`src/rtl/hd_ins_pkg.sv`:
```
package hd_ins_pkg;
  localparam int WORD_W = 10;
  localparam int LINE_W = 11;
  localparam int CRC_W  = 18;
  localparam int PRE_LEN = 3;
  localparam logic [CRC_W-1:0] CRC_MASK = 18'h23000;

  typedef logic [WORD_W-1:0] word_t;
  typedef logic [LINE_W-1:0] line_t;
  typedef logic [CRC_W-1:0]  crc_t;

  typedef enum logic [2:0] {
    POS_IDLE, POS_LN0, POS_LN1, POS_CR0, POS_CR1
  } pos_e;

  function automatic crc_t crc_step(input crc_t c, input word_t w);
    crc_t r;
    logic f;
    r = c;
    for (int b = 0; b < WORD_W; b++) begin
      f = r[0] ^ w[b];
      r = r >> 1;
      if (f) r = r ^ CRC_MASK;
    end
    return r;
  endfunction

  function automatic word_t enc_ln0(input line_t l);
    return {~l[6], l[6:0], 2'b00};
  endfunction

  function automatic word_t enc_ln1(input line_t l);
    return {1'b1, 3'b000, l[10:7], 2'b00};
  endfunction

  function automatic word_t enc_cr_lo(input crc_t c);
    return {~c[8], c[8:0]};
  endfunction

  function automatic word_t enc_cr_hi(input crc_t c);
    return {~c[17], c[17:9]};
  endfunction
endpackage

```
`src/rtl/hd_trs_find.sv`:
```
module hd_trs_find
  import hd_ins_pkg::*;
(
  input  logic  clk_i,
  input  logic  rst_ni,
  input  logic  ce_i,
  input  word_t word_i,
  output logic  sav_o,
  output pos_e  pos_o
);
  localparam word_t ONES = {WORD_W{1'b1}};

  word_t hist_q [PRE_LEN];
  pos_e  pos_q;
  logic  pre;
  logic  eav;

  // hist_q[0] is the most recent enabled word
  assign pre   = (hist_q[PRE_LEN-1] == ONES) && (hist_q[1] == '0) && (hist_q[0] == '0);
  assign eav   = pre && word_i[6];
  assign sav_o = pre && !word_i[6];
  assign pos_o = pos_q;

  always_ff @(posedge clk_i or negedge rst_ni) begin
    if (!rst_ni) begin
      for (int i = 0; i < PRE_LEN; i++) hist_q[i] <= '0;
      pos_q <= POS_IDLE;
    end else if (ce_i) begin
      hist_q[0] <= word_i;
      for (int i = 1; i < PRE_LEN; i++) hist_q[i] <= hist_q[i-1];
      if (eav) pos_q <= POS_LN0;
      else begin
        unique case (pos_q)
          POS_LN0: pos_q <= POS_LN1;
          POS_LN1: pos_q <= POS_CR0;
          POS_CR0: pos_q <= POS_CR1;
          default: pos_q <= POS_IDLE;
        endcase
      end
    end
  end


  ln0_after_eav_chk: assert property (@(posedge clk_i) disable iff (!rst_ni)
    (ce_i && eav) |=> (pos_o == POS_LN0));

  sav_no_slot_chk: assert property (@(posedge clk_i) disable iff (!rst_ni)
    (ce_i && sav_o) |=> (pos_o == POS_IDLE));

  slot_order_chk: assert property (@(posedge clk_i) disable iff (!rst_ni)
    (ce_i && !eav && pos_o == POS_LN1) |=> (pos_o == POS_CR0));
endmodule

```
`src/rtl/hd_crc_acc.sv`:
```
module hd_crc_acc
  import hd_ins_pkg::*;
(
  input  logic  clk_i,
  input  logic  rst_ni,
  input  logic  ce_i,
  input  logic  clr_i,
  input  logic  last_i,
  input  word_t word_i,
  output crc_t  crc_o
);
  crc_t crc_q;
  logic in_line_q;

  assign crc_o = crc_q;

  always_ff @(posedge clk_i or negedge rst_ni) begin
    if (!rst_ni) begin
      crc_q     <= '0;
      in_line_q <= 1'b0;
    end else if (ce_i) begin
      if (clr_i) begin
        crc_q     <= '0;
        in_line_q <= 1'b1;
      end else if (in_line_q) begin
        crc_q <= crc_step(crc_q, word_i);
        if (last_i) in_line_q <= 1'b0;
      end
    end
  end


  crc_clear_chk: assert property (@(posedge clk_i) disable iff (!rst_ni)
    (ce_i && clr_i) |=> (crc_o == '0));

  crc_hold_chk: assert property (@(posedge clk_i) disable iff (!rst_ni)
    (ce_i && !clr_i && !in_line_q) |=> $stable(crc_o));
endmodule

```
`src/rtl/hd_stream_ins.sv`:
```
module hd_stream_ins
  import hd_ins_pkg::*;
(
  input  logic  clk_i,
  input  logic  rst_ni,
  input  logic  ce_i,
  input  logic  sd_mode_i,
  input  logic  ln_en_i,
  input  logic  crc_en_i,
  input  line_t line_i,
  input  word_t word_i,
  output word_t word_o
);
  logic  sav;
  pos_e  pos;
  crc_t  crc;
  word_t nxt;
  word_t word_q;

  hd_trs_find u_trs (
    .clk_i  (clk_i),
    .rst_ni (rst_ni),
    .ce_i   (ce_i),
    .word_i (word_i),
    .sav_o  (sav),
    .pos_o  (pos)
  );

  always_comb begin
    nxt = word_i;
    if (!sd_mode_i) begin
      unique case (pos)
        POS_LN0: if (ln_en_i)  nxt = enc_ln0(line_i);
        POS_LN1: if (ln_en_i)  nxt = enc_ln1(line_i);
        POS_CR0: if (crc_en_i) nxt = enc_cr_lo(crc);
        POS_CR1: if (crc_en_i) nxt = enc_cr_hi(crc);
        default: nxt = word_i;
      endcase
    end
  end

  // CRC runs over the post-insertion word so LN0/LN1 are covered as sent
  hd_crc_acc u_crc (
    .clk_i  (clk_i),
    .rst_ni (rst_ni),
    .ce_i   (ce_i),
    .clr_i  (sav),
    .last_i (pos == POS_LN1),
    .word_i (nxt),
    .crc_o  (crc)
  );

  always_ff @(posedge clk_i or negedge rst_ni) begin
    if (!rst_ni)   word_q <= '0;
    else if (ce_i) word_q <= nxt;
  end

  assign word_o = word_q;


  stall_hold_chk: assert property (@(posedge clk_i) disable iff (!rst_ni)
    !ce_i |=> $stable(word_o));

  sd_pass_chk: assert property (@(posedge clk_i) disable iff (!rst_ni)
    (ce_i && sd_mode_i) |=> (word_o == $past(word_i)));

  ln_off_chk: assert property (@(posedge clk_i) disable iff (!rst_ni)
    (ce_i && !ln_en_i && (pos == POS_LN0 || pos == POS_LN1)) |=> (word_o == $past(word_i)));

  ln0_fmt_chk: assert property (@(posedge clk_i) disable iff (!rst_ni)
    (ce_i && ln_en_i && !sd_mode_i && pos == POS_LN0) |=>
      (word_o[9] != word_o[8]) && (word_o[8:2] == $past(line_i[6:0])) && (word_o[1:0] == 2'b00));

  ln1_fmt_chk: assert property (@(posedge clk_i) disable iff (!rst_ni)
    (ce_i && ln_en_i && !sd_mode_i && pos == POS_LN1) |=>
      (word_o[9:6] == 4'b1000) && (word_o[5:2] == $past(line_i[10:7])) && (word_o[1:0] == 2'b00));

  cr_parity_chk: assert property (@(posedge clk_i) disable iff (!rst_ni)
    (ce_i && crc_en_i && !sd_mode_i && (pos == POS_CR0 || pos == POS_CR1)) |=>
      (word_o[9] != word_o[8]));
endmodule

```
`src/rtl/hd_ln_crc_ins.sv`:
```
module hd_ln_crc_ins
  import hd_ins_pkg::*;
#(
  parameter int NUM_STREAMS = 2,
  localparam int DATA_W = NUM_STREAMS * WORD_W
) (
  input  logic              clk_i,
  input  logic              rst_ni,
  input  logic              ce_i,
  input  logic              sd_mode_i,
  input  logic              ln_en_i,
  input  logic              crc_en_i,
  input  logic [LINE_W-1:0] line_i,
  input  logic [DATA_W-1:0] data_i,
  output logic [DATA_W-1:0] data_o
);
  for (genvar s = 0; s < NUM_STREAMS; s++) begin : g_stream
    hd_stream_ins u_ins (
      .clk_i     (clk_i),
      .rst_ni    (rst_ni),
      .ce_i      (ce_i),
      .sd_mode_i (sd_mode_i),
      .ln_en_i   (ln_en_i),
      .crc_en_i  (crc_en_i),
      .line_i    (line_i),
      .word_i    (data_i[s*WORD_W +: WORD_W]),
      .word_o    (data_o[s*WORD_W +: WORD_W])
    );
  end


  always_comb begin
    if (!rst_ni) reset_zero_chk: assert (data_o == '0);
  end
endmodule

```
`config.mk`:
```
export PLATFORM = sky130hd
export DESIGN_NAME = hd_ln_crc_ins
export DESIGN_NICKNAME = d
export VERILOG_FILES = /design/src/rtl/hd_ins_pkg.sv /design/src/rtl/hd_trs_find.sv /design/src/rtl/hd_crc_acc.sv /design/src/rtl/hd_stream_ins.sv /design/src/rtl/hd_ln_crc_ins.sv
export SDC_FILE = /design/constraint.sdc
export NUM_CORES = 1
export LEC_CHECK = 0
export CAP_MARGIN = 15
export CORE_UTILIZATION = 45
export CTS_BUF_LIST = sky130_fd_sc_hd__clkbuf_8
export DETAILED_ROUTE_END_ITERATION = 12
export DONT_BUFFER_PORTS = 1
export GPL_TIMING_DRIVEN = 1
export PLACE_DENSITY = 0.66
export SETUP_SLACK_MARGIN = 0.2
export SLEW_MARGIN = 20
export SYNTH_ARGS = -nofsm -noshare
export SYNTH_HDL_FRONTEND = slang
export SYNTH_SLANG_ARGS = --single-unit
```
`constraint.sdc`:
```
create_clock -name clk_i -period 4.4 [get_ports clk_i]
set_clock_uncertainty 0.05 [all_clocks]
set_input_delay 0.88 -clock clk_i [delete_from_list [all_inputs] [get_ports clk_i]]
set_output_delay 0.88 -clock clk_i [all_outputs]
set_load 0.01 [all_outputs]
```
== Yosys cells after proc, flatten, opt, wreduce, memory -nomap -nowiden ==
Cells that the tools add are included.
Word-level totals
  bits in registers: 124
Operators by class
  reductions and logical operators: 18
  mux-type cells: 100
  eq/ne operators: 10
  bitwise logic cells: 45
Operators by type and width (number)
  18-bit 2-to-1 mux: 78
  10-bit 2-to-1 mux: 10
  10-bit one-hot mux with 4 select lines: 2
  2-bit inverter with 3-bit output: 20
  10-bit zero test: 4
  10-bit equality test, second input constant: 2
  1-bit XOR: 20
  3-bit one-hot mux with 3 select lines: 2
  3-bit by 2-bit equality test with 1-bit output, second input constant: 4
  1-bit logical AND: 8
  3-bit by 1-bit equality test with 1-bit output, second input constant: 2
  3-bit equality test, second input constant: 2
  1-bit 2-to-1 mux: 6
  3-bit 2-to-1 mux: 2
  1-bit inverter: 5
  2-bit AND reduction: 2
  2-bit nonzero test: 2
  1-bit zero test: 2

== Longest topological paths before layout ==
Gate-level depths: netlist of run 1.
  word-level depth: 53
  gate-level depth with buffers: 9
  mapped depth without buffers: 7

== Modules after synthesis ==
A second synthesis of run 1 with hierarchy kept.
Second synthesis, totals
  cell total of the unflattened synthesis: 628
  area, all modules: 7040.5 µm²
Modules (own cells, without submodules)
  hd_stream_ins: instances 2, sequential area each 250.2 µm², area each 1139.8 µm², cells an instance 144
  hd_crc_acc: instances 2, sequential area each 475.5 µm², area each 1037.2 µm², cells an instance 79
  hd_trs_find (g_stream[1].u_ins.u_trs): instances 1, sequential area each 825.8 µm², area each 1348.8 µm², cells an instance 91
  hd_trs_find (g_stream[0].u_ins.u_trs): instances 1, sequential area each 825.8 µm², area each 1337.5 µm², cells an instance 91

== Least setup slack after synthesis of run 1 ==
No wires, ideal clock.
  path kind: input -> register
  start point: input port ln_en_i
  end point: register g_stream[1].u_ins.u_crc.crc_q[4]
  path slack: 1.674 ns
  arrival time: 2.555 ns
  cell stages on the path: 9
  setup time: 0.121 ns
  required time: 4.229 ns
  path buffers: 2
  cell sequence: buf_2 -> buf_4 -> inv_1 -> o41a_1 -> a2bb2oi_1 -> xnor2_1 -> xnor2_1 -> xnor2_1 -> a22o_1
Between the ends
  cells in the longest elaborated chain, start to end: 44
  elaborated cells between the ends (all ways): 46
  those cells by class: 43 x mux; 3 x bitwise
Ends and longest elaborated chain
  start: declaration: RTL line hd_ln_crc_ins.sv:11  | input logic ln_en_i,
  10-bit 2-to-1 mux (on tied branches): RTL line hd_stream_ins.sv:34, hd_stream_ins.sv:33
  10-bit one-hot mux with 4 select lines (*): RTL line hd_stream_ins.sv:32  | unique case (pos)
  10-bit 2-to-1 mux (*): RTL line hd_stream_ins.sv:31  | if (!sd_mode_i) begin
  1-bit XOR: RTL line hd_ins_pkg.sv:21  | f = r[0] ^ w[b];
  18-bit 2-to-1 mux: RTL line hd_ins_pkg.sv:23  | if (f) r = r ^ CRC_MASK;
  18-bit 2-to-1 mux: RTL line hd_crc_acc.sv:25  | end else if (in_line_q) begin
  18-bit 2-to-1 mux: RTL line hd_crc_acc.sv:22  | if (clr_i) begin
  18-bit 2-to-1 mux: RTL line hd_crc_acc.sv:21  | end else if (ce_i) begin
  [28 not listed]
  18-bit 2-to-1 mux (*): RTL line hd_crc_acc.sv:21
  18-bit 2-to-1 mux (*): RTL line hd_ins_pkg.sv:23
  18-bit 2-to-1 mux (*): RTL line hd_crc_acc.sv:25
  18-bit 2-to-1 mux (*): RTL line hd_crc_acc.sv:22
  18-bit 2-to-1 mux (*): RTL line hd_crc_acc.sv:21
  18-bit 2-to-1 mux (*): RTL line hd_ins_pkg.sv:23
  18-bit 2-to-1 mux (*): RTL line hd_crc_acc.sv:25
  18-bit 2-to-1 mux (*): RTL line hd_crc_acc.sv:22
  end signal: assignment: RTL line hd_crc_acc.sv:26  | crc_q <= crc_step(crc_q, word_i);
  end: declaration: RTL line hd_crc_acc.sv:12  | crc_t crc_q;
Every way passes the cells marked *; elsewhere a longest branch is shown, timed or not. The select of a mux whose other input is x is not followed.
A chain may end at the register's enable or synchronous reset.

== Final worst setup path of run 1 ==
  start point: register g_stream[1].u_ins.u_trs.pos_q[1]
  end point: register g_stream[1].u_ins.u_crc.crc_q[11]
Between the ends
  cells in the longest elaborated chain, start to end: 33
  elaborated cells between the ends (all ways): 38
  those cells by class: 4 x eq/ne; 29 x mux; 5 x bitwise
Ends and longest elaborated chain
  start: declaration: RTL line hd_trs_find.sv:14  | pos_e pos_q;
  start signal: assignment: RTL line hd_trs_find.sv:27  | pos_q <= POS_IDLE;
  start signal: assignment: RTL line hd_trs_find.sv:31  | if (eav) pos_q <= POS_LN0;
  start signal: assignment: RTL line hd_trs_find.sv:34  | POS_LN0: pos_q <= POS_LN1;
  3-bit equality test, or another cell as far along: RTL line hd_stream_ins.sv:32
  10-bit one-hot mux with 4 select lines (*): RTL line hd_stream_ins.sv:32
  10-bit 2-to-1 mux (*): RTL line hd_stream_ins.sv:31
  1-bit XOR: RTL line hd_ins_pkg.sv:21
  18-bit 2-to-1 mux: RTL line hd_ins_pkg.sv:23
  18-bit 2-to-1 mux: RTL line hd_crc_acc.sv:25
  18-bit 2-to-1 mux: RTL line hd_crc_acc.sv:22
  18-bit 2-to-1 mux: RTL line hd_crc_acc.sv:21
  [17 not listed]
  2-bit inverter with 3-bit output (no line)
  18-bit 2-to-1 mux (*): RTL line hd_ins_pkg.sv:23
  18-bit 2-to-1 mux (*): RTL line hd_crc_acc.sv:25
  18-bit 2-to-1 mux (*): RTL line hd_crc_acc.sv:22
  18-bit 2-to-1 mux (*): RTL line hd_crc_acc.sv:21
  18-bit 2-to-1 mux (*): RTL line hd_ins_pkg.sv:23
  18-bit 2-to-1 mux (*): RTL line hd_crc_acc.sv:25
  18-bit 2-to-1 mux (*): RTL line hd_crc_acc.sv:22
Marks and branches as above.

==> report_table.html, run 1 <==
<table>
<tr><th>Metric</th><th>Value</th></tr>
<tr><th colspan="2">Outcome</th></tr>
<tr><td>Status</td><td>finished clean</td></tr>
<tr><th colspan="2">Detailed routing</th></tr>
<tr><td>Number of design-rule violations left by the first detailed-router iteration</td><td>370</td></tr>
<tr><td>Final wirelength</td><td>16600 um</td></tr>
<tr><td>Drt drc</td><td>0</td></tr>
<tr><td>Via count of the routed design</td><td>4904</td></tr>
<tr><td>Detailed Routing Iterations Pass 1</td><td>6</td></tr>
<tr><td>Via/cell ratio</td><td>6.11</td></tr>
<tr><td>WL per Instance</td><td>20.7 um</td></tr>
<tr><td>Remaining antenna violation count after routing</td><td>0</td></tr>
<tr><th colspan="2">Synth</th></tr>
<tr><td>Number of enable flip-flop cells after synthesis</td><td>0</td></tr>
<tr><td>Syn Inst Count</td><td>620</td></tr>
<tr><td>Area share of the largest cell type after synthesis</td><td>44.4%</td></tr>
<tr><td>Syn. warnings</td><td>0</td></tr>
<tr><td>Syn Nets</td><td>657</td></tr>
<tr><td>Synth Flop Type</td><td>dfrtp_1</td></tr>
<tr><td>Number of synthesized register bits</td><td>124</td></tr>
<tr><td>Sequential element share of the synthesized area</td><td>44.4%</td></tr>
<tr><td>Biggest area consumer among synthesized cells</td><td>dfrtp_1</td></tr>
<tr><td>Distinct cell type count of the synthesized netlist</td><td>65</td></tr>
<tr><td>Total standard cell area after synthesis</td><td>6980 um^2</td></tr>
<tr><td>Average footprint of a synthesized cell</td><td>11.3 um^2</td></tr>
<tr><td>Asr flop ratio synth</td><td>100%</td></tr>
<tr><td>Largest cells by area after synthesis</td><td>dfrtp_1 44%, mux2_2 10%, mux2i_1 4.9%</td></tr>
<tr><td>Leading cell types by count after synthesis</td><td>124 x dfrtp_1, 62 x mux2_2, 42 x nand2_1</td></tr>
<tr><td>Top-count cell post-synth</td><td>dfrtp_1</td></tr>
<tr><th colspan="2">Floorplan</th></tr>
<tr><td>Top-level port count</td><td>57</td></tr>
<tr><td>Starting density of the core</td><td>46.1%</td></tr>
<tr><td>Std-Cell Rows</td><td>45</td></tr>
<tr><td>Core outline area</td><td>15100 um^2</td></tr>
<tr><td>Horizontal die dimension</td><td>127 um</td></tr>
<tr><td>Die area</td><td>16000 um^2</td></tr>
<tr><td>Die H</td><td>127 um</td></tr>
<tr><th colspan="2">STA</th></tr>
<tr><td>Max frequency</td><td>345 MHz</td></tr>
<tr><td>TNS Setup</td><td>0 ns</td></tr>
<tr><td>Clock period minus worst slack</td><td>2.90 ns</td></tr>
<tr><td>Pins over their slew limit</td><td>0</td></tr>
<tr><td>RSZ-0062 raised after global routing</td><td>false</td></tr>
<tr><td>Pin slew with the least headroom to its limit</td><td>0.814 ns</td></tr>
<tr><td>Number of hold violations in the final report</td><td>0</td></tr>
<tr><td>Finish-stage setup viols</td><td>0</td></tr>
<tr><td>Final worst path period share</td><td>66.0%</td></tr>
<tr><td>Remaining max-slew budget at the tightest pin</td><td>45.5%</td></tr>
<tr><th colspan="2">CTS</th></tr>
<tr><td>Clock Tree Root</td><td>clkbuf_8</td></tr>
<tr><td>Clock latency on the worst-skew pair</td><td>0.46 ns</td></tr>
<tr><td>Number of gates given a new drive strength after cts</td><td>0</td></tr>
<tr><td>Maximum number of buffers from clock root to sink</td><td>2</td></tr>
<tr><td>CTS clock-pin slew for the worst setup and hold paths</td><td>0.08 ns</td></tr>
<tr><td>Inserted Clock Buffers</td><td>17</td></tr>
<tr><td>Total number of H-tree levels</td><td>4</td></tr>
<tr><td>Hold Buf Count CTS</td><td>0</td></tr>
<tr><td>Buffers inserted by post-CTS timing repair</td><td>0</td></tr>
<tr><td>CTS sink cnt</td><td>124</td></tr>
<tr><td>Clock tree from TritonCTS</td><td>built</td></tr>
<tr><th colspan="2">Placement</th></tr>
<tr><td>Placed Instances</td><td>771</td></tr>
<tr><td>Number of input and output port buffers inserted</td><td>0</td></tr>
<tr><td>Post-DP HPWL</td><td>11600 um</td></tr>
<tr><td>Weighted congestion reported at the end of routability-driven placement</td><td>0.868</td></tr>
<tr><th colspan="2">Global route</th></tr>
<tr><td>Global Route met1 Usage</td><td>29.4%</td></tr>
<tr><td>Via count of the first global-routing pass</td><td>4863</td></tr>
<tr><td>Residual overflow from global routing</td><td>0</td></tr>
<tr><td>GRT Resource Usage Total</td><td>22.1%</td></tr>
<tr><td>Wire length of the first global-routing pass</td><td>26700 um</td></tr>
<tr><td>Met3 Resource Use GR</td><td>6.92%</td></tr>
<tr><td>Most crowded layer after global routing</td><td>met2</td></tr>
<tr><td>Largest net degree at the start of global routing</td><td>125</td></tr>
<tr><td>Met2 global-route usage</td><td>33.4%</td></tr>
<tr><td>Number of antenna violations at the first check in global routing</td><td>0</td></tr>
<tr><th colspan="2">Cells and area</th></tr>
<tr><td>Antenna cells</td><td>0</td></tr>
<tr><td>Net count, final</td><td>639</td></tr>
<tr><td>Fraction of layout instances using a drive strength above 1</td><td>20.5%</td></tr>
<tr><td>Area Growth Syn to Fin</td><td>6.77%</td></tr>
<tr><td>Count of placed standard cells in the final layout, fillers left out</td><td>803</td></tr>
<tr><th colspan="2">Critical path</th></tr>
<tr><td>Worst setup SP type</td><td>flop</td></tr>
<tr><td>Data arrival time at the worst-slack endpoint</td><td>3.21 ns</td></tr>
<tr><td>Critical path peak fanout</td><td>22</td></tr>
<tr><td>Type of the worst setup path</td><td>flop to flop</td></tr>
<tr><td>WP data required</td><td>4.71 ns</td></tr>
<tr><td>Critical path endpoint category</td><td>flop</td></tr>
<tr><th colspan="2">Pwr</th></tr>
<tr><td>Max VDD drop</td><td>0.214 mV</td></tr>
<tr><td>PwrDens</td><td>484 nW/um^2</td></tr>
<tr><td>Leakage power total</td><td>3.10 nW</td></tr>
<tr><th colspan="2">Job</th></tr>
<tr><td>Number of violations of the max-capacitance limit</td><td>0</td></tr>
<tr><th colspan="2">Worst hold path</th></tr>
<tr><td>Hold Path Class</td><td>input port to asynchronous set/reset pin</td></tr>
</table>
-- where the power goes --
part	switching (mW)	internal (mW)
logic	0.492	0.531
clock network	0.493	0.592
registers	0.215	1.29
-- per-layer routing --
metal | routed length (um) | share of wire [%]
met1 | 7410 | 45
met3 | 1080 | 6.5
met4 | 371 | 2.2
met5 | 0 | 0
met2 | 7730 | 47
-- final timing paths --
kind / slack (ns) / start / depth (start not counted) / end
max in group asynchronous: 4.09 / rst_ni / 0 / g_stream[0].u_ins.u_crc.crc_o[10]
min in group clk_i: 0.45 / g_stream[0].u_ins.u_trs.hist_q[6] / 1 / g_stream[0].u_ins.u_trs.hist_q[6]
setup / recovery: 1.50 / g_stream[1].u_ins.u_trs.pos_o[1] / 6 / g_stream[1].u_ins.u_crc.crc_o[11]
setup reg to reg: 1.50 / g_stream[1].u_ins.u_trs.pos_o[1] / 6 / g_stream[1].u_ins.u_crc.crc_o[11]
hold / removal: 0.05 / rst_ni / 0 / g_stream[1].u_ins.u_crc.crc_o[8]
hold reg to reg: 0.45 / g_stream[0].u_ins.u_trs.hist_q[6] / 1 / g_stream[0].u_ins.u_trs.hist_q[6]
-- kinds of logic after synthesis --
group | synth area share, %
mux | 14.9
xor+xnor | 10.1
flops | 44.4
buf+inv | 3.57
simple gates | 10.1
compound gates | 16.9
-- critical path, stage by stage, from the launching register on --
cell     delay [ns]
dfrtp_1        0.77
nor3_1         0.25
nor3_2         0.49
a22oi_1        0.25
xnor2_1        0.39
xnor3_1        0.38
a22o_1         0.20
-- metrics by stage --
| step | utilization [%] | setup WS [ns] | hold slack, ns | total power, mW | cell area (um^2) |
|---|---|---|---|---|---|
| finish | 49.2 | 1.50 | 0.0536 | 3.61 | 7450 |
| global route | 49.2 | 1.32 | 0.0326 | 3.80 | 7450 |
| CTS | 49.2 | 1.53 | 0.0294 | 3.63 | 7450 |
| detailed placement | 46.4 | 1.55 | 0.439 | 2.54 | 7030 |
| global placement | 46.4 | 1.61 | 0.431 | 2.51 | 7020 |
| floorplan | - | 1.67 | 0.421 | 2.41 | 6980 |
-- layout make-up --
type                       count  area, um^2
sequential                   124        3100
clock buffer                  19         262
multi-input combinational    445        3630
timing repair buffer           1        7.51
clock inverter                13         165
fill                        1332        7690
inverter                      13        48.8
tap                          188         235
-- flip-flops by register name, summed over array words and instances, names as in the netlist --
name                            flops
g_stream.u_ins.u_crc.crc_o         36
g_stream.u_ins.u_crc.in_line_q      2
g_stream.u_ins.word_o              20
g_stream.u_ins.u_trs.hist_q        60
g_stream.u_ins.u_trs.pos_o          6
-- layout by cell type (no fill, tap or decap), drive strengths merged, types with 2 or more instances in the layout --
master,synthesis,final
dfrtp,124,124
mux2,62,62
nand2,42,42
o21ai,41,41
xnor2,38,38
mux2i,34,34
nor2,25,25
o22ai,22,22
a22o,21,21
a21oi,20,20
clkbuf,19,19
inv,13,16
o31ai,13,13
xor2,12,12
a22oi,11,11
nor4,10,10
nor2b,9,9
nand4,8,8
xnor3,8,8
or3b,6,6
o21a,6,6
nand2b,5,5
a2bb2oi,5,5
a32oi,5,5
nor3,5,5
clkinv,0,4
or3,4,4
and2,3,3
bufinv,0,3
clkinvlp,0,3
nor4b,2,2
nor3b,2,2
nand3b,2,2
o22a,2,2
a211o,2,2
and3b,2,2
o211ai,2,2
a21boi,2,2
Note: power is estimated with default switching activity, not from simulation.
==> run 2, diff against run 1 <==
Settings changed: ABC_AREA set to 1.
Clock period 4.4 ns to 2.7 ns, I/O delays scaled along.
==> run 2 against run 1 <==
Net effect:
- the run now ends with negative hold slack left
- synthesized cell count is 81% higher
- critical path depth is 5 higher
- sequential power is 73% higher
- combinational power grew to 2.5 times the previous value
- cell count is 69% higher
- register-to-register slack worse by 1.1 ns
- design area is 7.5% higher
- fmax is 28% higher
- die area is 6.0% higher
- sequential cell count stayed put
- count of clock-buffer cells in the layout is 1 lower
- synthesized area is 6.1% higher
- largest cell class unchanged
==> report_table.html, run 2 <==
<table>
<tr><th>Metric</th><th>Value</th></tr>
<tr><th colspan="2">Critical path</th></tr>
<tr><td>Reg2Reg Launch Point</td><td>g_stream[0].u_ins.u_trs.pos_o[2]</td></tr>
<tr><td>Largest incremental delay on the critical path</td><td>0.41 ns</td></tr>
<tr><td>Capture point of the worst reg-to-reg path</td><td>g_stream[0].u_ins.u_crc.crc_o[12]</td></tr>
<tr><td>Type of the worst setup path</td><td>flop to flop</td></tr>
<tr><td>CP max stage cell</td><td>dfrtp_1</td></tr>
<tr><td>FF-to-FF path depth</td><td>11</td></tr>
<tr><td>Worst setup SP type</td><td>flop</td></tr>
<tr><td>Critical path peak fanout</td><td>9</td></tr>
<tr><td>Crit path cell chain</td><td>inv_1, nand3_1, nand2_1, o211ai_1, nand3_1, nand2_1, nand2_1, nand2_1, nor2_1, nand3_1, nand3_1</td></tr>
<tr><td>Critical path endpoint category</td><td>flop</td></tr>
<tr><td>WP data required</td><td>3.04 ns</td></tr>
<tr><td>Data arrival time at the worst-slack endpoint</td><td>2.61 ns</td></tr>
<tr><td>Minimum setup slack among reg-to-reg paths</td><td>0.43 ns</td></tr>
<tr><th colspan="2">Synth</th></tr>
<tr><td>Xor/xnor cell area share of the yosys netlist</td><td>0%</td></tr>
<tr><td>Area share of the largest cell type after synthesis</td><td>41.9%</td></tr>
<tr><td>Simple-gate area share of the yosys netlist</td><td>37.7%</td></tr>
<tr><td>Number of enable flip-flop cells after synthesis</td><td>0</td></tr>
<tr><td>Arithmetic-cell share of the synthesized area counting full adders, half adders and majority gates</td><td>0%</td></tr>
<tr><td>Asr flop ratio synth</td><td>100%</td></tr>
<tr><td>Main combinational cell family by area after synthesis</td><td>simple AND/OR/NAND/NOR gates</td></tr>
<tr><td>Total standard cell area after synthesis</td><td>7410 um^2</td></tr>
<tr><td>Leading cell types by count after synthesis</td><td>421 x nand2_1, 134 x inv_1, 132 x nand3_1</td></tr>
<tr><td>Syn Nets</td><td>1161</td></tr>
<tr><td>Distinct cell type count of the synthesized netlist</td><td>32</td></tr>
<tr><td>Biggest area consumer among synthesized cells</td><td>dfrtp_1</td></tr>
<tr><td>Multiplexer share of the synthesized area</td><td>0%</td></tr>
<tr><td>Average footprint of a synthesized cell</td><td>6.59 um^2</td></tr>
<tr><td>Syn. warnings</td><td>0</td></tr>
<tr><td>Synth Flop Type</td><td>dfrtp_1</td></tr>
<tr><td>Syn Inst Count</td><td>1124</td></tr>
<tr><td>Top-count cell post-synth</td><td>nand2_1</td></tr>
<tr><td>Number of synthesized register bits</td><td>124</td></tr>
<tr><td>Compound-gate portion of the synthesized area</td><td>11.4%</td></tr>
<tr><td>Largest cells by area after synthesis</td><td>dfrtp_1 42%, nand2_1 21%, nand3_1 8.9%</td></tr>
<tr><td>Sequential element share of the synthesized area</td><td>41.9%</td></tr>
<tr><th colspan="2">Pwr</th></tr>
<tr><td>PwrDens</td><td>837 nW/um^2</td></tr>
<tr><td>Cell-internal power</td><td>3.80 mW</td></tr>
<tr><td>Overall power after layout</td><td>6.71 mW</td></tr>
<tr><td>Max VDD drop</td><td>0.412 mV</td></tr>
<tr><td>Share of total power in sequential cells</td><td>38.7%</td></tr>
<tr><td>Leakage power total</td><td>4.19 nW</td></tr>
<tr><td>Power share of the clock group</td><td>22.7%</td></tr>
<tr><td>Switching share of total power</td><td>43.4%</td></tr>
<tr><td>Combinational power share</td><td>38.6%</td></tr>
<tr><td>Net switching power</td><td>2.91 mW</td></tr>
<tr><th colspan="2">Global route</th></tr>
<tr><td>Number of antenna violations at the first check in global routing</td><td>0</td></tr>
<tr><td>Residual overflow from global routing</td><td>0</td></tr>
<tr><td>Via count of the first global-routing pass</td><td>6453</td></tr>
<tr><td>GRT Resource Usage Total</td><td>26.0%</td></tr>
<tr><td>Largest net degree at the start of global routing</td><td>125</td></tr>
<tr><td>Wire length of the first global-routing pass</td><td>33100 um</td></tr>
<tr><th colspan="2">STA</th></tr>
<tr><td>Clock period minus worst slack</td><td>2.27 ns</td></tr>
<tr><td>Finish-stage setup viols</td><td>0</td></tr>
<tr><td>TNS Setup</td><td>0 ns</td></tr>
<tr><td>Pin slew with the least headroom to its limit</td><td>0.574 ns</td></tr>
<tr><td>Max frequency</td><td>441 MHz</td></tr>
<tr><td>Number of hold violations in the final report</td><td>124</td></tr>
<tr><td>Hold slack</td><td>-0.284 ns</td></tr>
<tr><td>Remaining max-slew budget at the tightest pin</td><td>61.3%</td></tr>
<tr><td>Final worst path period share</td><td>83.9%</td></tr>
<tr><td>RSZ-0062 raised after global routing</td><td>false</td></tr>
<tr><td>Pins over their slew limit</td><td>0</td></tr>
<tr><th colspan="2">Cells and area</th></tr>
<tr><td>Most frequent cells in the layout</td><td>421 x nand2_1, 136 x inv_1, 132 x nand3_1</td></tr>
<tr><td>Final Core Density</td><td>50.1%</td></tr>
<tr><td>Net count, final</td><td>1163</td></tr>
<tr><td>Count of fill cells added during filler insertion</td><td>1707</td></tr>
<tr><td>Flip-flop and latch area</td><td>3100 um^2</td></tr>
<tr><td>Number of flip-flops in the largest register</td><td>60</td></tr>
<tr><td>Top register by number of flip-flops</td><td>g_stream.u_ins.u_trs.hist_q</td></tr>
<tr><td>Antenna cells</td><td>0</td></tr>
<tr><td>Multi-input gate area in the final layout</td><td>3640 um^2</td></tr>
<tr><td>Fraction of layout instances using a drive strength above 1</td><td>5.36%</td></tr>
<tr><td>Area Growth Syn to Fin</td><td>8.14%</td></tr>
<tr><td>Most common library cell in the layout ignoring fill and taps</td><td>nand2_1</td></tr>
<tr><th colspan="2">Detailed routing</th></tr>
<tr><td>Detailed Routing Iterations Pass 1</td><td>6</td></tr>
<tr><td>Drt drc</td><td>0</td></tr>
<tr><td>Final wirelength</td><td>21200 um</td></tr>
<tr><td>Via/cell ratio</td><td>5.29</td></tr>
<tr><td>WL per Instance</td><td>15.7 um</td></tr>
<tr><td>Remaining antenna violation count after routing</td><td>0</td></tr>
<tr><td>Via count of the routed design</td><td>7162</td></tr>
<tr><td>Number of design-rule violations left by the first detailed-router iteration</td><td>543</td></tr>
<tr><th colspan="2">Floorplan</th></tr>
<tr><td>Core outline area</td><td>16000 um^2</td></tr>
<tr><td>Std-Cell Rows</td><td>46</td></tr>
<tr><td>Die H</td><td>130 um</td></tr>
<tr><td>Die area</td><td>17000 um^2</td></tr>
<tr><td>Top-level port count</td><td>57</td></tr>
<tr><td>Horizontal die dimension</td><td>130 um</td></tr>
<tr><td>Starting density of the core</td><td>46.3%</td></tr>
<tr><th colspan="2">Placement</th></tr>
<tr><td>Weighted congestion reported at the end of routability-driven placement</td><td>0.941</td></tr>
<tr><td>Post-DP HPWL</td><td>15400 um</td></tr>
<tr><td>Number of input and output port buffers inserted</td><td>0</td></tr>
<tr><th colspan="2">Outcome</th></tr>
<tr><td>Status</td><td>finished with violations</td></tr>
<tr><td>Violations in the final reports</td><td>negative hold slack</td></tr>
<tr><th colspan="2">Job</th></tr>
<tr><td>Number of violations of the max-capacitance limit</td><td>0</td></tr>
<tr><th colspan="2">CTS</th></tr>
<tr><td>Clock Tree Root</td><td>clkbuf_8</td></tr>
<tr><td>Number of gates given a new drive strength after cts</td><td>0</td></tr>
<tr><td>Clock tree from TritonCTS</td><td>built</td></tr>
<tr><td>Total number of H-tree levels</td><td>4</td></tr>
<tr><td>CTS sink cnt</td><td>124</td></tr>
<tr><td>Clock latency on the worst-skew pair</td><td>0.47 ns</td></tr>
<tr><td>Maximum number of buffers from clock root to sink</td><td>2</td></tr>
<tr><td>Inserted Clock Buffers</td><td>17</td></tr>
<tr><td>CTS clock-pin slew for the worst setup and hold paths</td><td>0.08 ns</td></tr>
<tr><th colspan="2">Worst hold path</th></tr>
<tr><td>Hold Path Class</td><td>input port to asynchronous set/reset pin</td></tr>
</table>
run 2: changes by cell type after synthesis, sizes merged, moves of 13 or more:
| cell | change |
|---|---|
| a22o | -21 |
| inv | +121 |
| mux2 | -62 |
| mux2i | -34 |
| nand2 | +383 |
| nand3 | +135 |
| nor2 | +56 |
| o21ai | +78 |
| o22ai | -17 |
| o31ai | -13 |
| xnor2 | -38 |
run 2: cells by family after synthesis:
family / Yosys count
and+or+nand+nor: 672
buffers and inverters: 169
AOI/OAI and AO/OA: 159
DFF: 124
run 2: final cells by class:
| class | instances | area share [%] |
|---|---|---|
| inverters | 136 | 6.37 |
| repair buffers | 16 | 1.66 |
| multi-input cells | 831 | 45.5 |
| clock buffers | 18 | 3.09 |
| flip-flops and latches | 124 | 38.7 |
| well taps | 216 | 3.37 |
| clock inverters | 13 | 1.31 |
run 2: critical path: cells and delay by family, from the launching register on:
kind / cells / cell delay (ns)
buffers and inverters: 1 / 0.15
DFF: 1 / 0.41
and+or+nand+nor: 9 / 1.45
AOI/OAI and AO/OA: 1 / 0.14
run 2: worst max-delay path by stage:
stage	depth (start not counted)	start	slack [ns]	to
4_1_cts	12	g_stream[0].u_ins.u_trs.pos_o[1]	0.41	g_stream[0].u_ins.u_crc.crc_o[6]
3_5_place_dp	12	g_stream[0].u_ins.u_trs.pos_o[1]	0.42	g_stream[0].u_ins.u_crc.crc_o[6]
2_1_floorplan	13	crc_en_i	0.82	g_stream[1].u_ins.u_crc.crc_o[12]
6_report	11	g_stream[0].u_ins.u_trs.pos_o[2]	0.43	g_stream[0].u_ins.u_crc.crc_o[12]
3_3_place_gp	12	g_stream[0].u_ins.u_trs.pos_o[1]	0.41	g_stream[0].u_ins.u_crc.crc_o[6]
5_1_grt	12	g_stream[1].u_ins.u_trs.pos_o[2]	0.23	g_stream[1].u_ins.u_crc.crc_o[4]
run 2: metrics by stage:
stage          hold slack [ns]  area, um^2  setup WS, ns  std cells
2_1_floorplan            0.194        7410         0.820       1124
3_3_place_gp             0.199        7620         0.410       1318
3_5_place_dp             0.200        7620         0.421       1318
4_1_cts                 -0.308        7970         0.411       1349
5_1_grt                 -0.314        8010         0.226       1354
6_report                -0.284        8010         0.434       1354
run 2: power groups by stage:
stage                     logic (mW)  clock network, mW  registers [mW]
after global placement          2.47                  0            2.62
after floorplan                 1.98                  0            2.51
after detailed placement        2.50                  0            2.62
final                           2.59               1.53            2.60
after CTS                       2.51               1.56            2.59
after global routing            2.93               1.65            2.65
run 2: what timing repair did:
action	CTS	global route
buffers inserted	0	5
endpoints found under the hold margin	124	124
setup endpoints to repair	0	7
run 2: routing by layer:
layer / routed length, um / share of wire, % / vias up / global-route usage (%)
met4: 597 / 2.8 / 0 / 10.4
met5: 0 / 0 / - / 0
met1: 9380 / 44 / 3274 / 33.4
li1: - / - / 3595 / -
met3: 1480 / 7.0 / 42 / 6.48
met2: 9740 / 46 / 251 / 41.9
==> run 3, diff against run 2 <==
Settings changed: ABC_AREA 1 to 0, PLACE_DENSITY 0.66 to 0.68.
Clock period 2.7 ns to 1.8 ns, I/O delays scaled along.
==> run 3 against run 2 <==
Net effect:
- the flow finishes with violations (negative hold slack, negative setup slack)
- sequential share of layout area decreased by 9.4 points
- sequential cell count unchanged
- critical path depth decreased by 1
- global-route usage increased by 1.3 points
- cell count decreased by 22%
- combinational power increased by 120%
- register-to-register slack got worse by 1.1 ns
- hold slack got worse by 0.17 ns
- power increased by 74%
- design area increased by 32%
- worst setup slack got worse by 1.1 ns
- critical endpoint is now g_stream[0].u_ins.u_crc.crc_o[8]
- largest cell class unchanged
- largest power group is now combinational cells
==> report_table.html, run 3 (synthesized netlist as in run 1, its figures left out) <==
<table>
<tr><th>Metric</th><th>Value</th></tr>
<tr><th colspan="2">Critical path</th></tr>
<tr><td>Crit path cell chain</td><td>or3b_4, buf_8, buf_6, buf_6, o22ai_4, a32oi_2, xnor2_2, xor2_1, xnor2_1, o21ai_1</td></tr>
<tr><td>WP data required</td><td>2.09 ns</td></tr>
<tr><td>CP max stage cell</td><td>dfrtp_2</td></tr>
<tr><td>Critical path endpoint category</td><td>flop</td></tr>
<tr><td>Delay-heaviest family, CP</td><td>XOR/XNOR gates</td></tr>
<tr><td>Worst path buffer plus inverter count</td><td>3</td></tr>
<tr><td>Type of the worst setup path</td><td>flop to flop</td></tr>
<tr><td>Largest incremental delay on the critical path</td><td>0.48 ns</td></tr>
<tr><td>Library cell appearing most often on the critical path</td><td>buf_6</td></tr>
<tr><td>Worst setup SP type</td><td>flop</td></tr>
<tr><td>Critical path peak fanout</td><td>8</td></tr>
<tr><td>Data arrival time at the worst-slack endpoint</td><td>2.75 ns</td></tr>
<tr><th colspan="2">Detailed routing</th></tr>
<tr><td>Via/cell ratio</td><td>5.87</td></tr>
<tr><td>Top routing layer in use</td><td>met4</td></tr>
<tr><td>Post-Route M1 WL</td><td>8960 um</td></tr>
<tr><td>Met3 Wirelength</td><td>1200 um</td></tr>
<tr><td>Drt drc</td><td>0</td></tr>
<tr><td>Final wirelength</td><td>22600 um</td></tr>
<tr><td>Via count of the routed design</td><td>6182</td></tr>
<tr><td>Detailed Routing Iterations Pass 1</td><td>5</td></tr>
<tr><td>Number of design-rule violations left by the first detailed-router iteration</td><td>457</td></tr>
<tr><td>WL per Instance</td><td>21.4 um</td></tr>
<tr><td>Met2 routed WL</td><td>11500 um</td></tr>
<tr><td>Remaining antenna violation count after routing</td><td>0</td></tr>
<tr><th colspan="2">Floorplan</th></tr>
<tr><td>Starting density of the core</td><td>46.1%</td></tr>
<tr><td>Core outline area</td><td>15100 um^2</td></tr>
<tr><td>Die H</td><td>127 um</td></tr>
<tr><td>Std-Cell Rows</td><td>45</td></tr>
<tr><td>Top-level port count</td><td>57</td></tr>
<tr><td>Horizontal die dimension</td><td>127 um</td></tr>
<tr><td>Die area</td><td>16000 um^2</td></tr>
<tr><th colspan="2">STA</th></tr>
<tr><td>Max frequency</td><td>407 MHz</td></tr>
<tr><td>Pin slew with the least headroom to its limit</td><td>1.26 ns</td></tr>
<tr><td>Number of hold violations in the final report</td><td>124</td></tr>
<tr><td>Final worst path period share</td><td>137%</td></tr>
<tr><td>Pins over their slew limit</td><td>0</td></tr>
<tr><td>TNS Setup</td><td>-21.64 ns</td></tr>
<tr><td>Worst-case setup margin in the final layout</td><td>-0.658 ns</td></tr>
<tr><td>RSZ-0062 raised after global routing</td><td>true</td></tr>
<tr><td>Clock period minus worst slack</td><td>2.46 ns</td></tr>
<tr><td>Finish-stage setup viols</td><td>59</td></tr>
<tr><td>Remaining max-slew budget at the tightest pin</td><td>15.4%</td></tr>
<tr><td>Hold slack</td><td>-0.455 ns</td></tr>
<tr><th colspan="2">CTS</th></tr>
<tr><td>CTS clock-pin slew for the worst setup and hold paths</td><td>0.08 ns</td></tr>
<tr><td>Clock Tree Root</td><td>clkbuf_8</td></tr>
<tr><td>Maximum number of buffers from clock root to sink</td><td>2</td></tr>
<tr><td>CTS sink cnt</td><td>124</td></tr>
<tr><td>Inserted Clock Buffers</td><td>17</td></tr>
<tr><td>Clock latency on the worst-skew pair</td><td>0.46 ns</td></tr>
<tr><td>Clock tree from TritonCTS</td><td>built</td></tr>
<tr><td>Total number of H-tree levels</td><td>4</td></tr>
<tr><th colspan="2">Pwr</th></tr>
<tr><td>Max VDD drop</td><td>0.619 mV</td></tr>
<tr><td>Leakage power total</td><td>4.66 nW</td></tr>
<tr><td>Overall power after layout</td><td>11.7 mW</td></tr>
<tr><td>PwrDens</td><td>1100 nW/um^2</td></tr>
<tr><th colspan="2">Cells and area</th></tr>
<tr><td>Most common library cell in the layout ignoring fill and taps</td><td>buf_4</td></tr>
<tr><td>Number of flip-flops in the largest register</td><td>60</td></tr>
<tr><td>Antenna cells</td><td>0</td></tr>
<tr><td>Fraction of layout instances using a drive strength above 1</td><td>55.4%</td></tr>
<tr><td>Net count, final</td><td>890</td></tr>
<tr><td>Area Growth Syn to Fin</td><td>51.9%</td></tr>
<tr><td>Top register by number of flip-flops</td><td>g_stream.u_ins.u_trs.hist_q</td></tr>
<tr><td>Most frequent cells in the layout</td><td>165 x buf_4, 120 x dfrtp_1, 60 x mux2_2</td></tr>
<tr><td>Area of all placed cells without fillers</td><td>10600 um^2</td></tr>
<tr><td>Count of fill cells added during filler insertion</td><td>960</td></tr>
<tr><th colspan="2">Placement</th></tr>
<tr><td>Post-DP HPWL</td><td>13600 um</td></tr>
<tr><td>Number of input and output port buffers inserted</td><td>0</td></tr>
<tr><td>Post-placement cell area</td><td>8570 um^2</td></tr>
<tr><td>Weighted congestion reported at the end of routability-driven placement</td><td>0.930</td></tr>
<tr><th colspan="2">Global route</th></tr>
<tr><td>Number of antenna violations at the first check in global routing</td><td>0</td></tr>
<tr><td>Largest net degree at the start of global routing</td><td>125</td></tr>
<tr><td>Via count of the first global-routing pass</td><td>6364</td></tr>
<tr><td>Residual overflow from global routing</td><td>0</td></tr>
<tr><td>Wire length of the first global-routing pass</td><td>33600 um</td></tr>
<tr><td>GRT Resource Usage Total</td><td>27.2%</td></tr>
<tr><th colspan="2">Outcome</th></tr>
<tr><td>Status</td><td>finished with violations</td></tr>
<tr><td>Violations in the final reports</td><td>negative hold slack, negative setup slack</td></tr>
<tr><th colspan="2">Worst hold path</th></tr>
<tr><td>Hold Path Class</td><td>input port to asynchronous set/reset pin</td></tr>
<tr><th colspan="2">Job</th></tr>
<tr><td>Number of violations of the max-capacitance limit</td><td>0</td></tr>
</table>
==> run 3: changes by cell type in the layout (fill, tap and decap cells not counted), sizes merged, moves of 21 or more <==
cell | before | now
nand2 | 425 | 42
nor2 | 81 | 25
mux2i | 0 | 34
o21ai | 119 | 43
xnor2 | 0 | 38
a22o | 0 | 21
mux2 | 0 | 62
inv | 137 | 16
dlygate4sd3 | 0 | 23
nand3 | 136 | 1
buf | 16 | 225
==> run 3: cell type report <==
cell class	count	area, um^2	area share, %
inverters	13	51.3	0.484
flip-flops and latches	124	3110	29.3
well taps	188	235	2.22
clock inverters	13	143	1.34
clock buffers	19	262	2.47
multi-input cells	447	4580	43.2
repair buffers	250	2230	21.0
==> run 3: report_power, final <==
group          switching [mW]  internal, mW
registers               0.369          3.15
clock network            1.22          1.31
logic                    2.38          3.26
total                    3.97          7.72
==> run 3: repair_timing <==
item | 4_1_cts | 5_1_grt
cloned | 3 | 2
endpoints found under the setup margin | 64 | 64
hold endpoints to repair | 158 | 133
pin swaps | 62 | 49
hold buffers | 21 | 2
setup buffers | 32 | 20
gates resized for setup | 119 | 77
==> run 3: path summary, 6_finish.rpt <==
kind                                                   start  slack [ns]                                  to  depth (start not counted)
setup / recovery            g_stream[0].u_ins.u_trs.pos_o[1]       -0.66    g_stream[0].u_ins.u_crc.crc_o[8]                         10
hold / removal                                        rst_ni       -0.45    g_stream[0].u_ins.u_crc.crc_o[6]                          0
setup reg to reg            g_stream[0].u_ins.u_trs.pos_o[1]       -0.66    g_stream[0].u_ins.u_crc.crc_o[8]                         10
hold reg to reg            g_stream[1].u_ins.u_trs.hist_q[0]        0.45   g_stream[1].u_ins.u_trs.hist_q[0]                          1
max in group asynchronous                             rst_ni        1.86   g_stream[0].u_ins.u_trs.hist_q[0]                          0
min in group clk_i                                      ce_i        0.03  g_stream[0].u_ins.u_trs.hist_q[14]                          1
==> run 3: worst reg2reg max path, cell delays in order (launching register included) <==
cell     delay, ns
dfrtp_2       0.48
or3b_4        0.41
buf_8         0.16
buf_6         0.12
buf_6         0.10
o22ai_4       0.14
a32oi_2       0.11
xnor2_2       0.28
xor2_1        0.21
xnor2_1       0.17
o21ai_1       0.11
==> run 3: metal layers <==
metal	vias up	track usage [%]
li1	2752	-
met1	3158	32.5
met2	207	46.9
met3	65	6.37
met4	0	12.1
met5	-	0
==> run 3: stage by stage <==
stage | worst slack [ns] | instances | utilization (%) | hold WS [ns]
6_report | -0.658 | 1054 | 70.0 | -0.455
3_5_place_dp | -0.721 | 942 | 56.6 | 0.0168
5_1_grt | -0.724 | 1054 | 70.0 | -0.488
4_1_cts | -0.586 | 1030 | 66.1 | -0.475
3_3_place_gp | -0.669 | 942 | 56.6 | 0.0169
2_1_floorplan | -0.485 | 620 | - | 0.0144
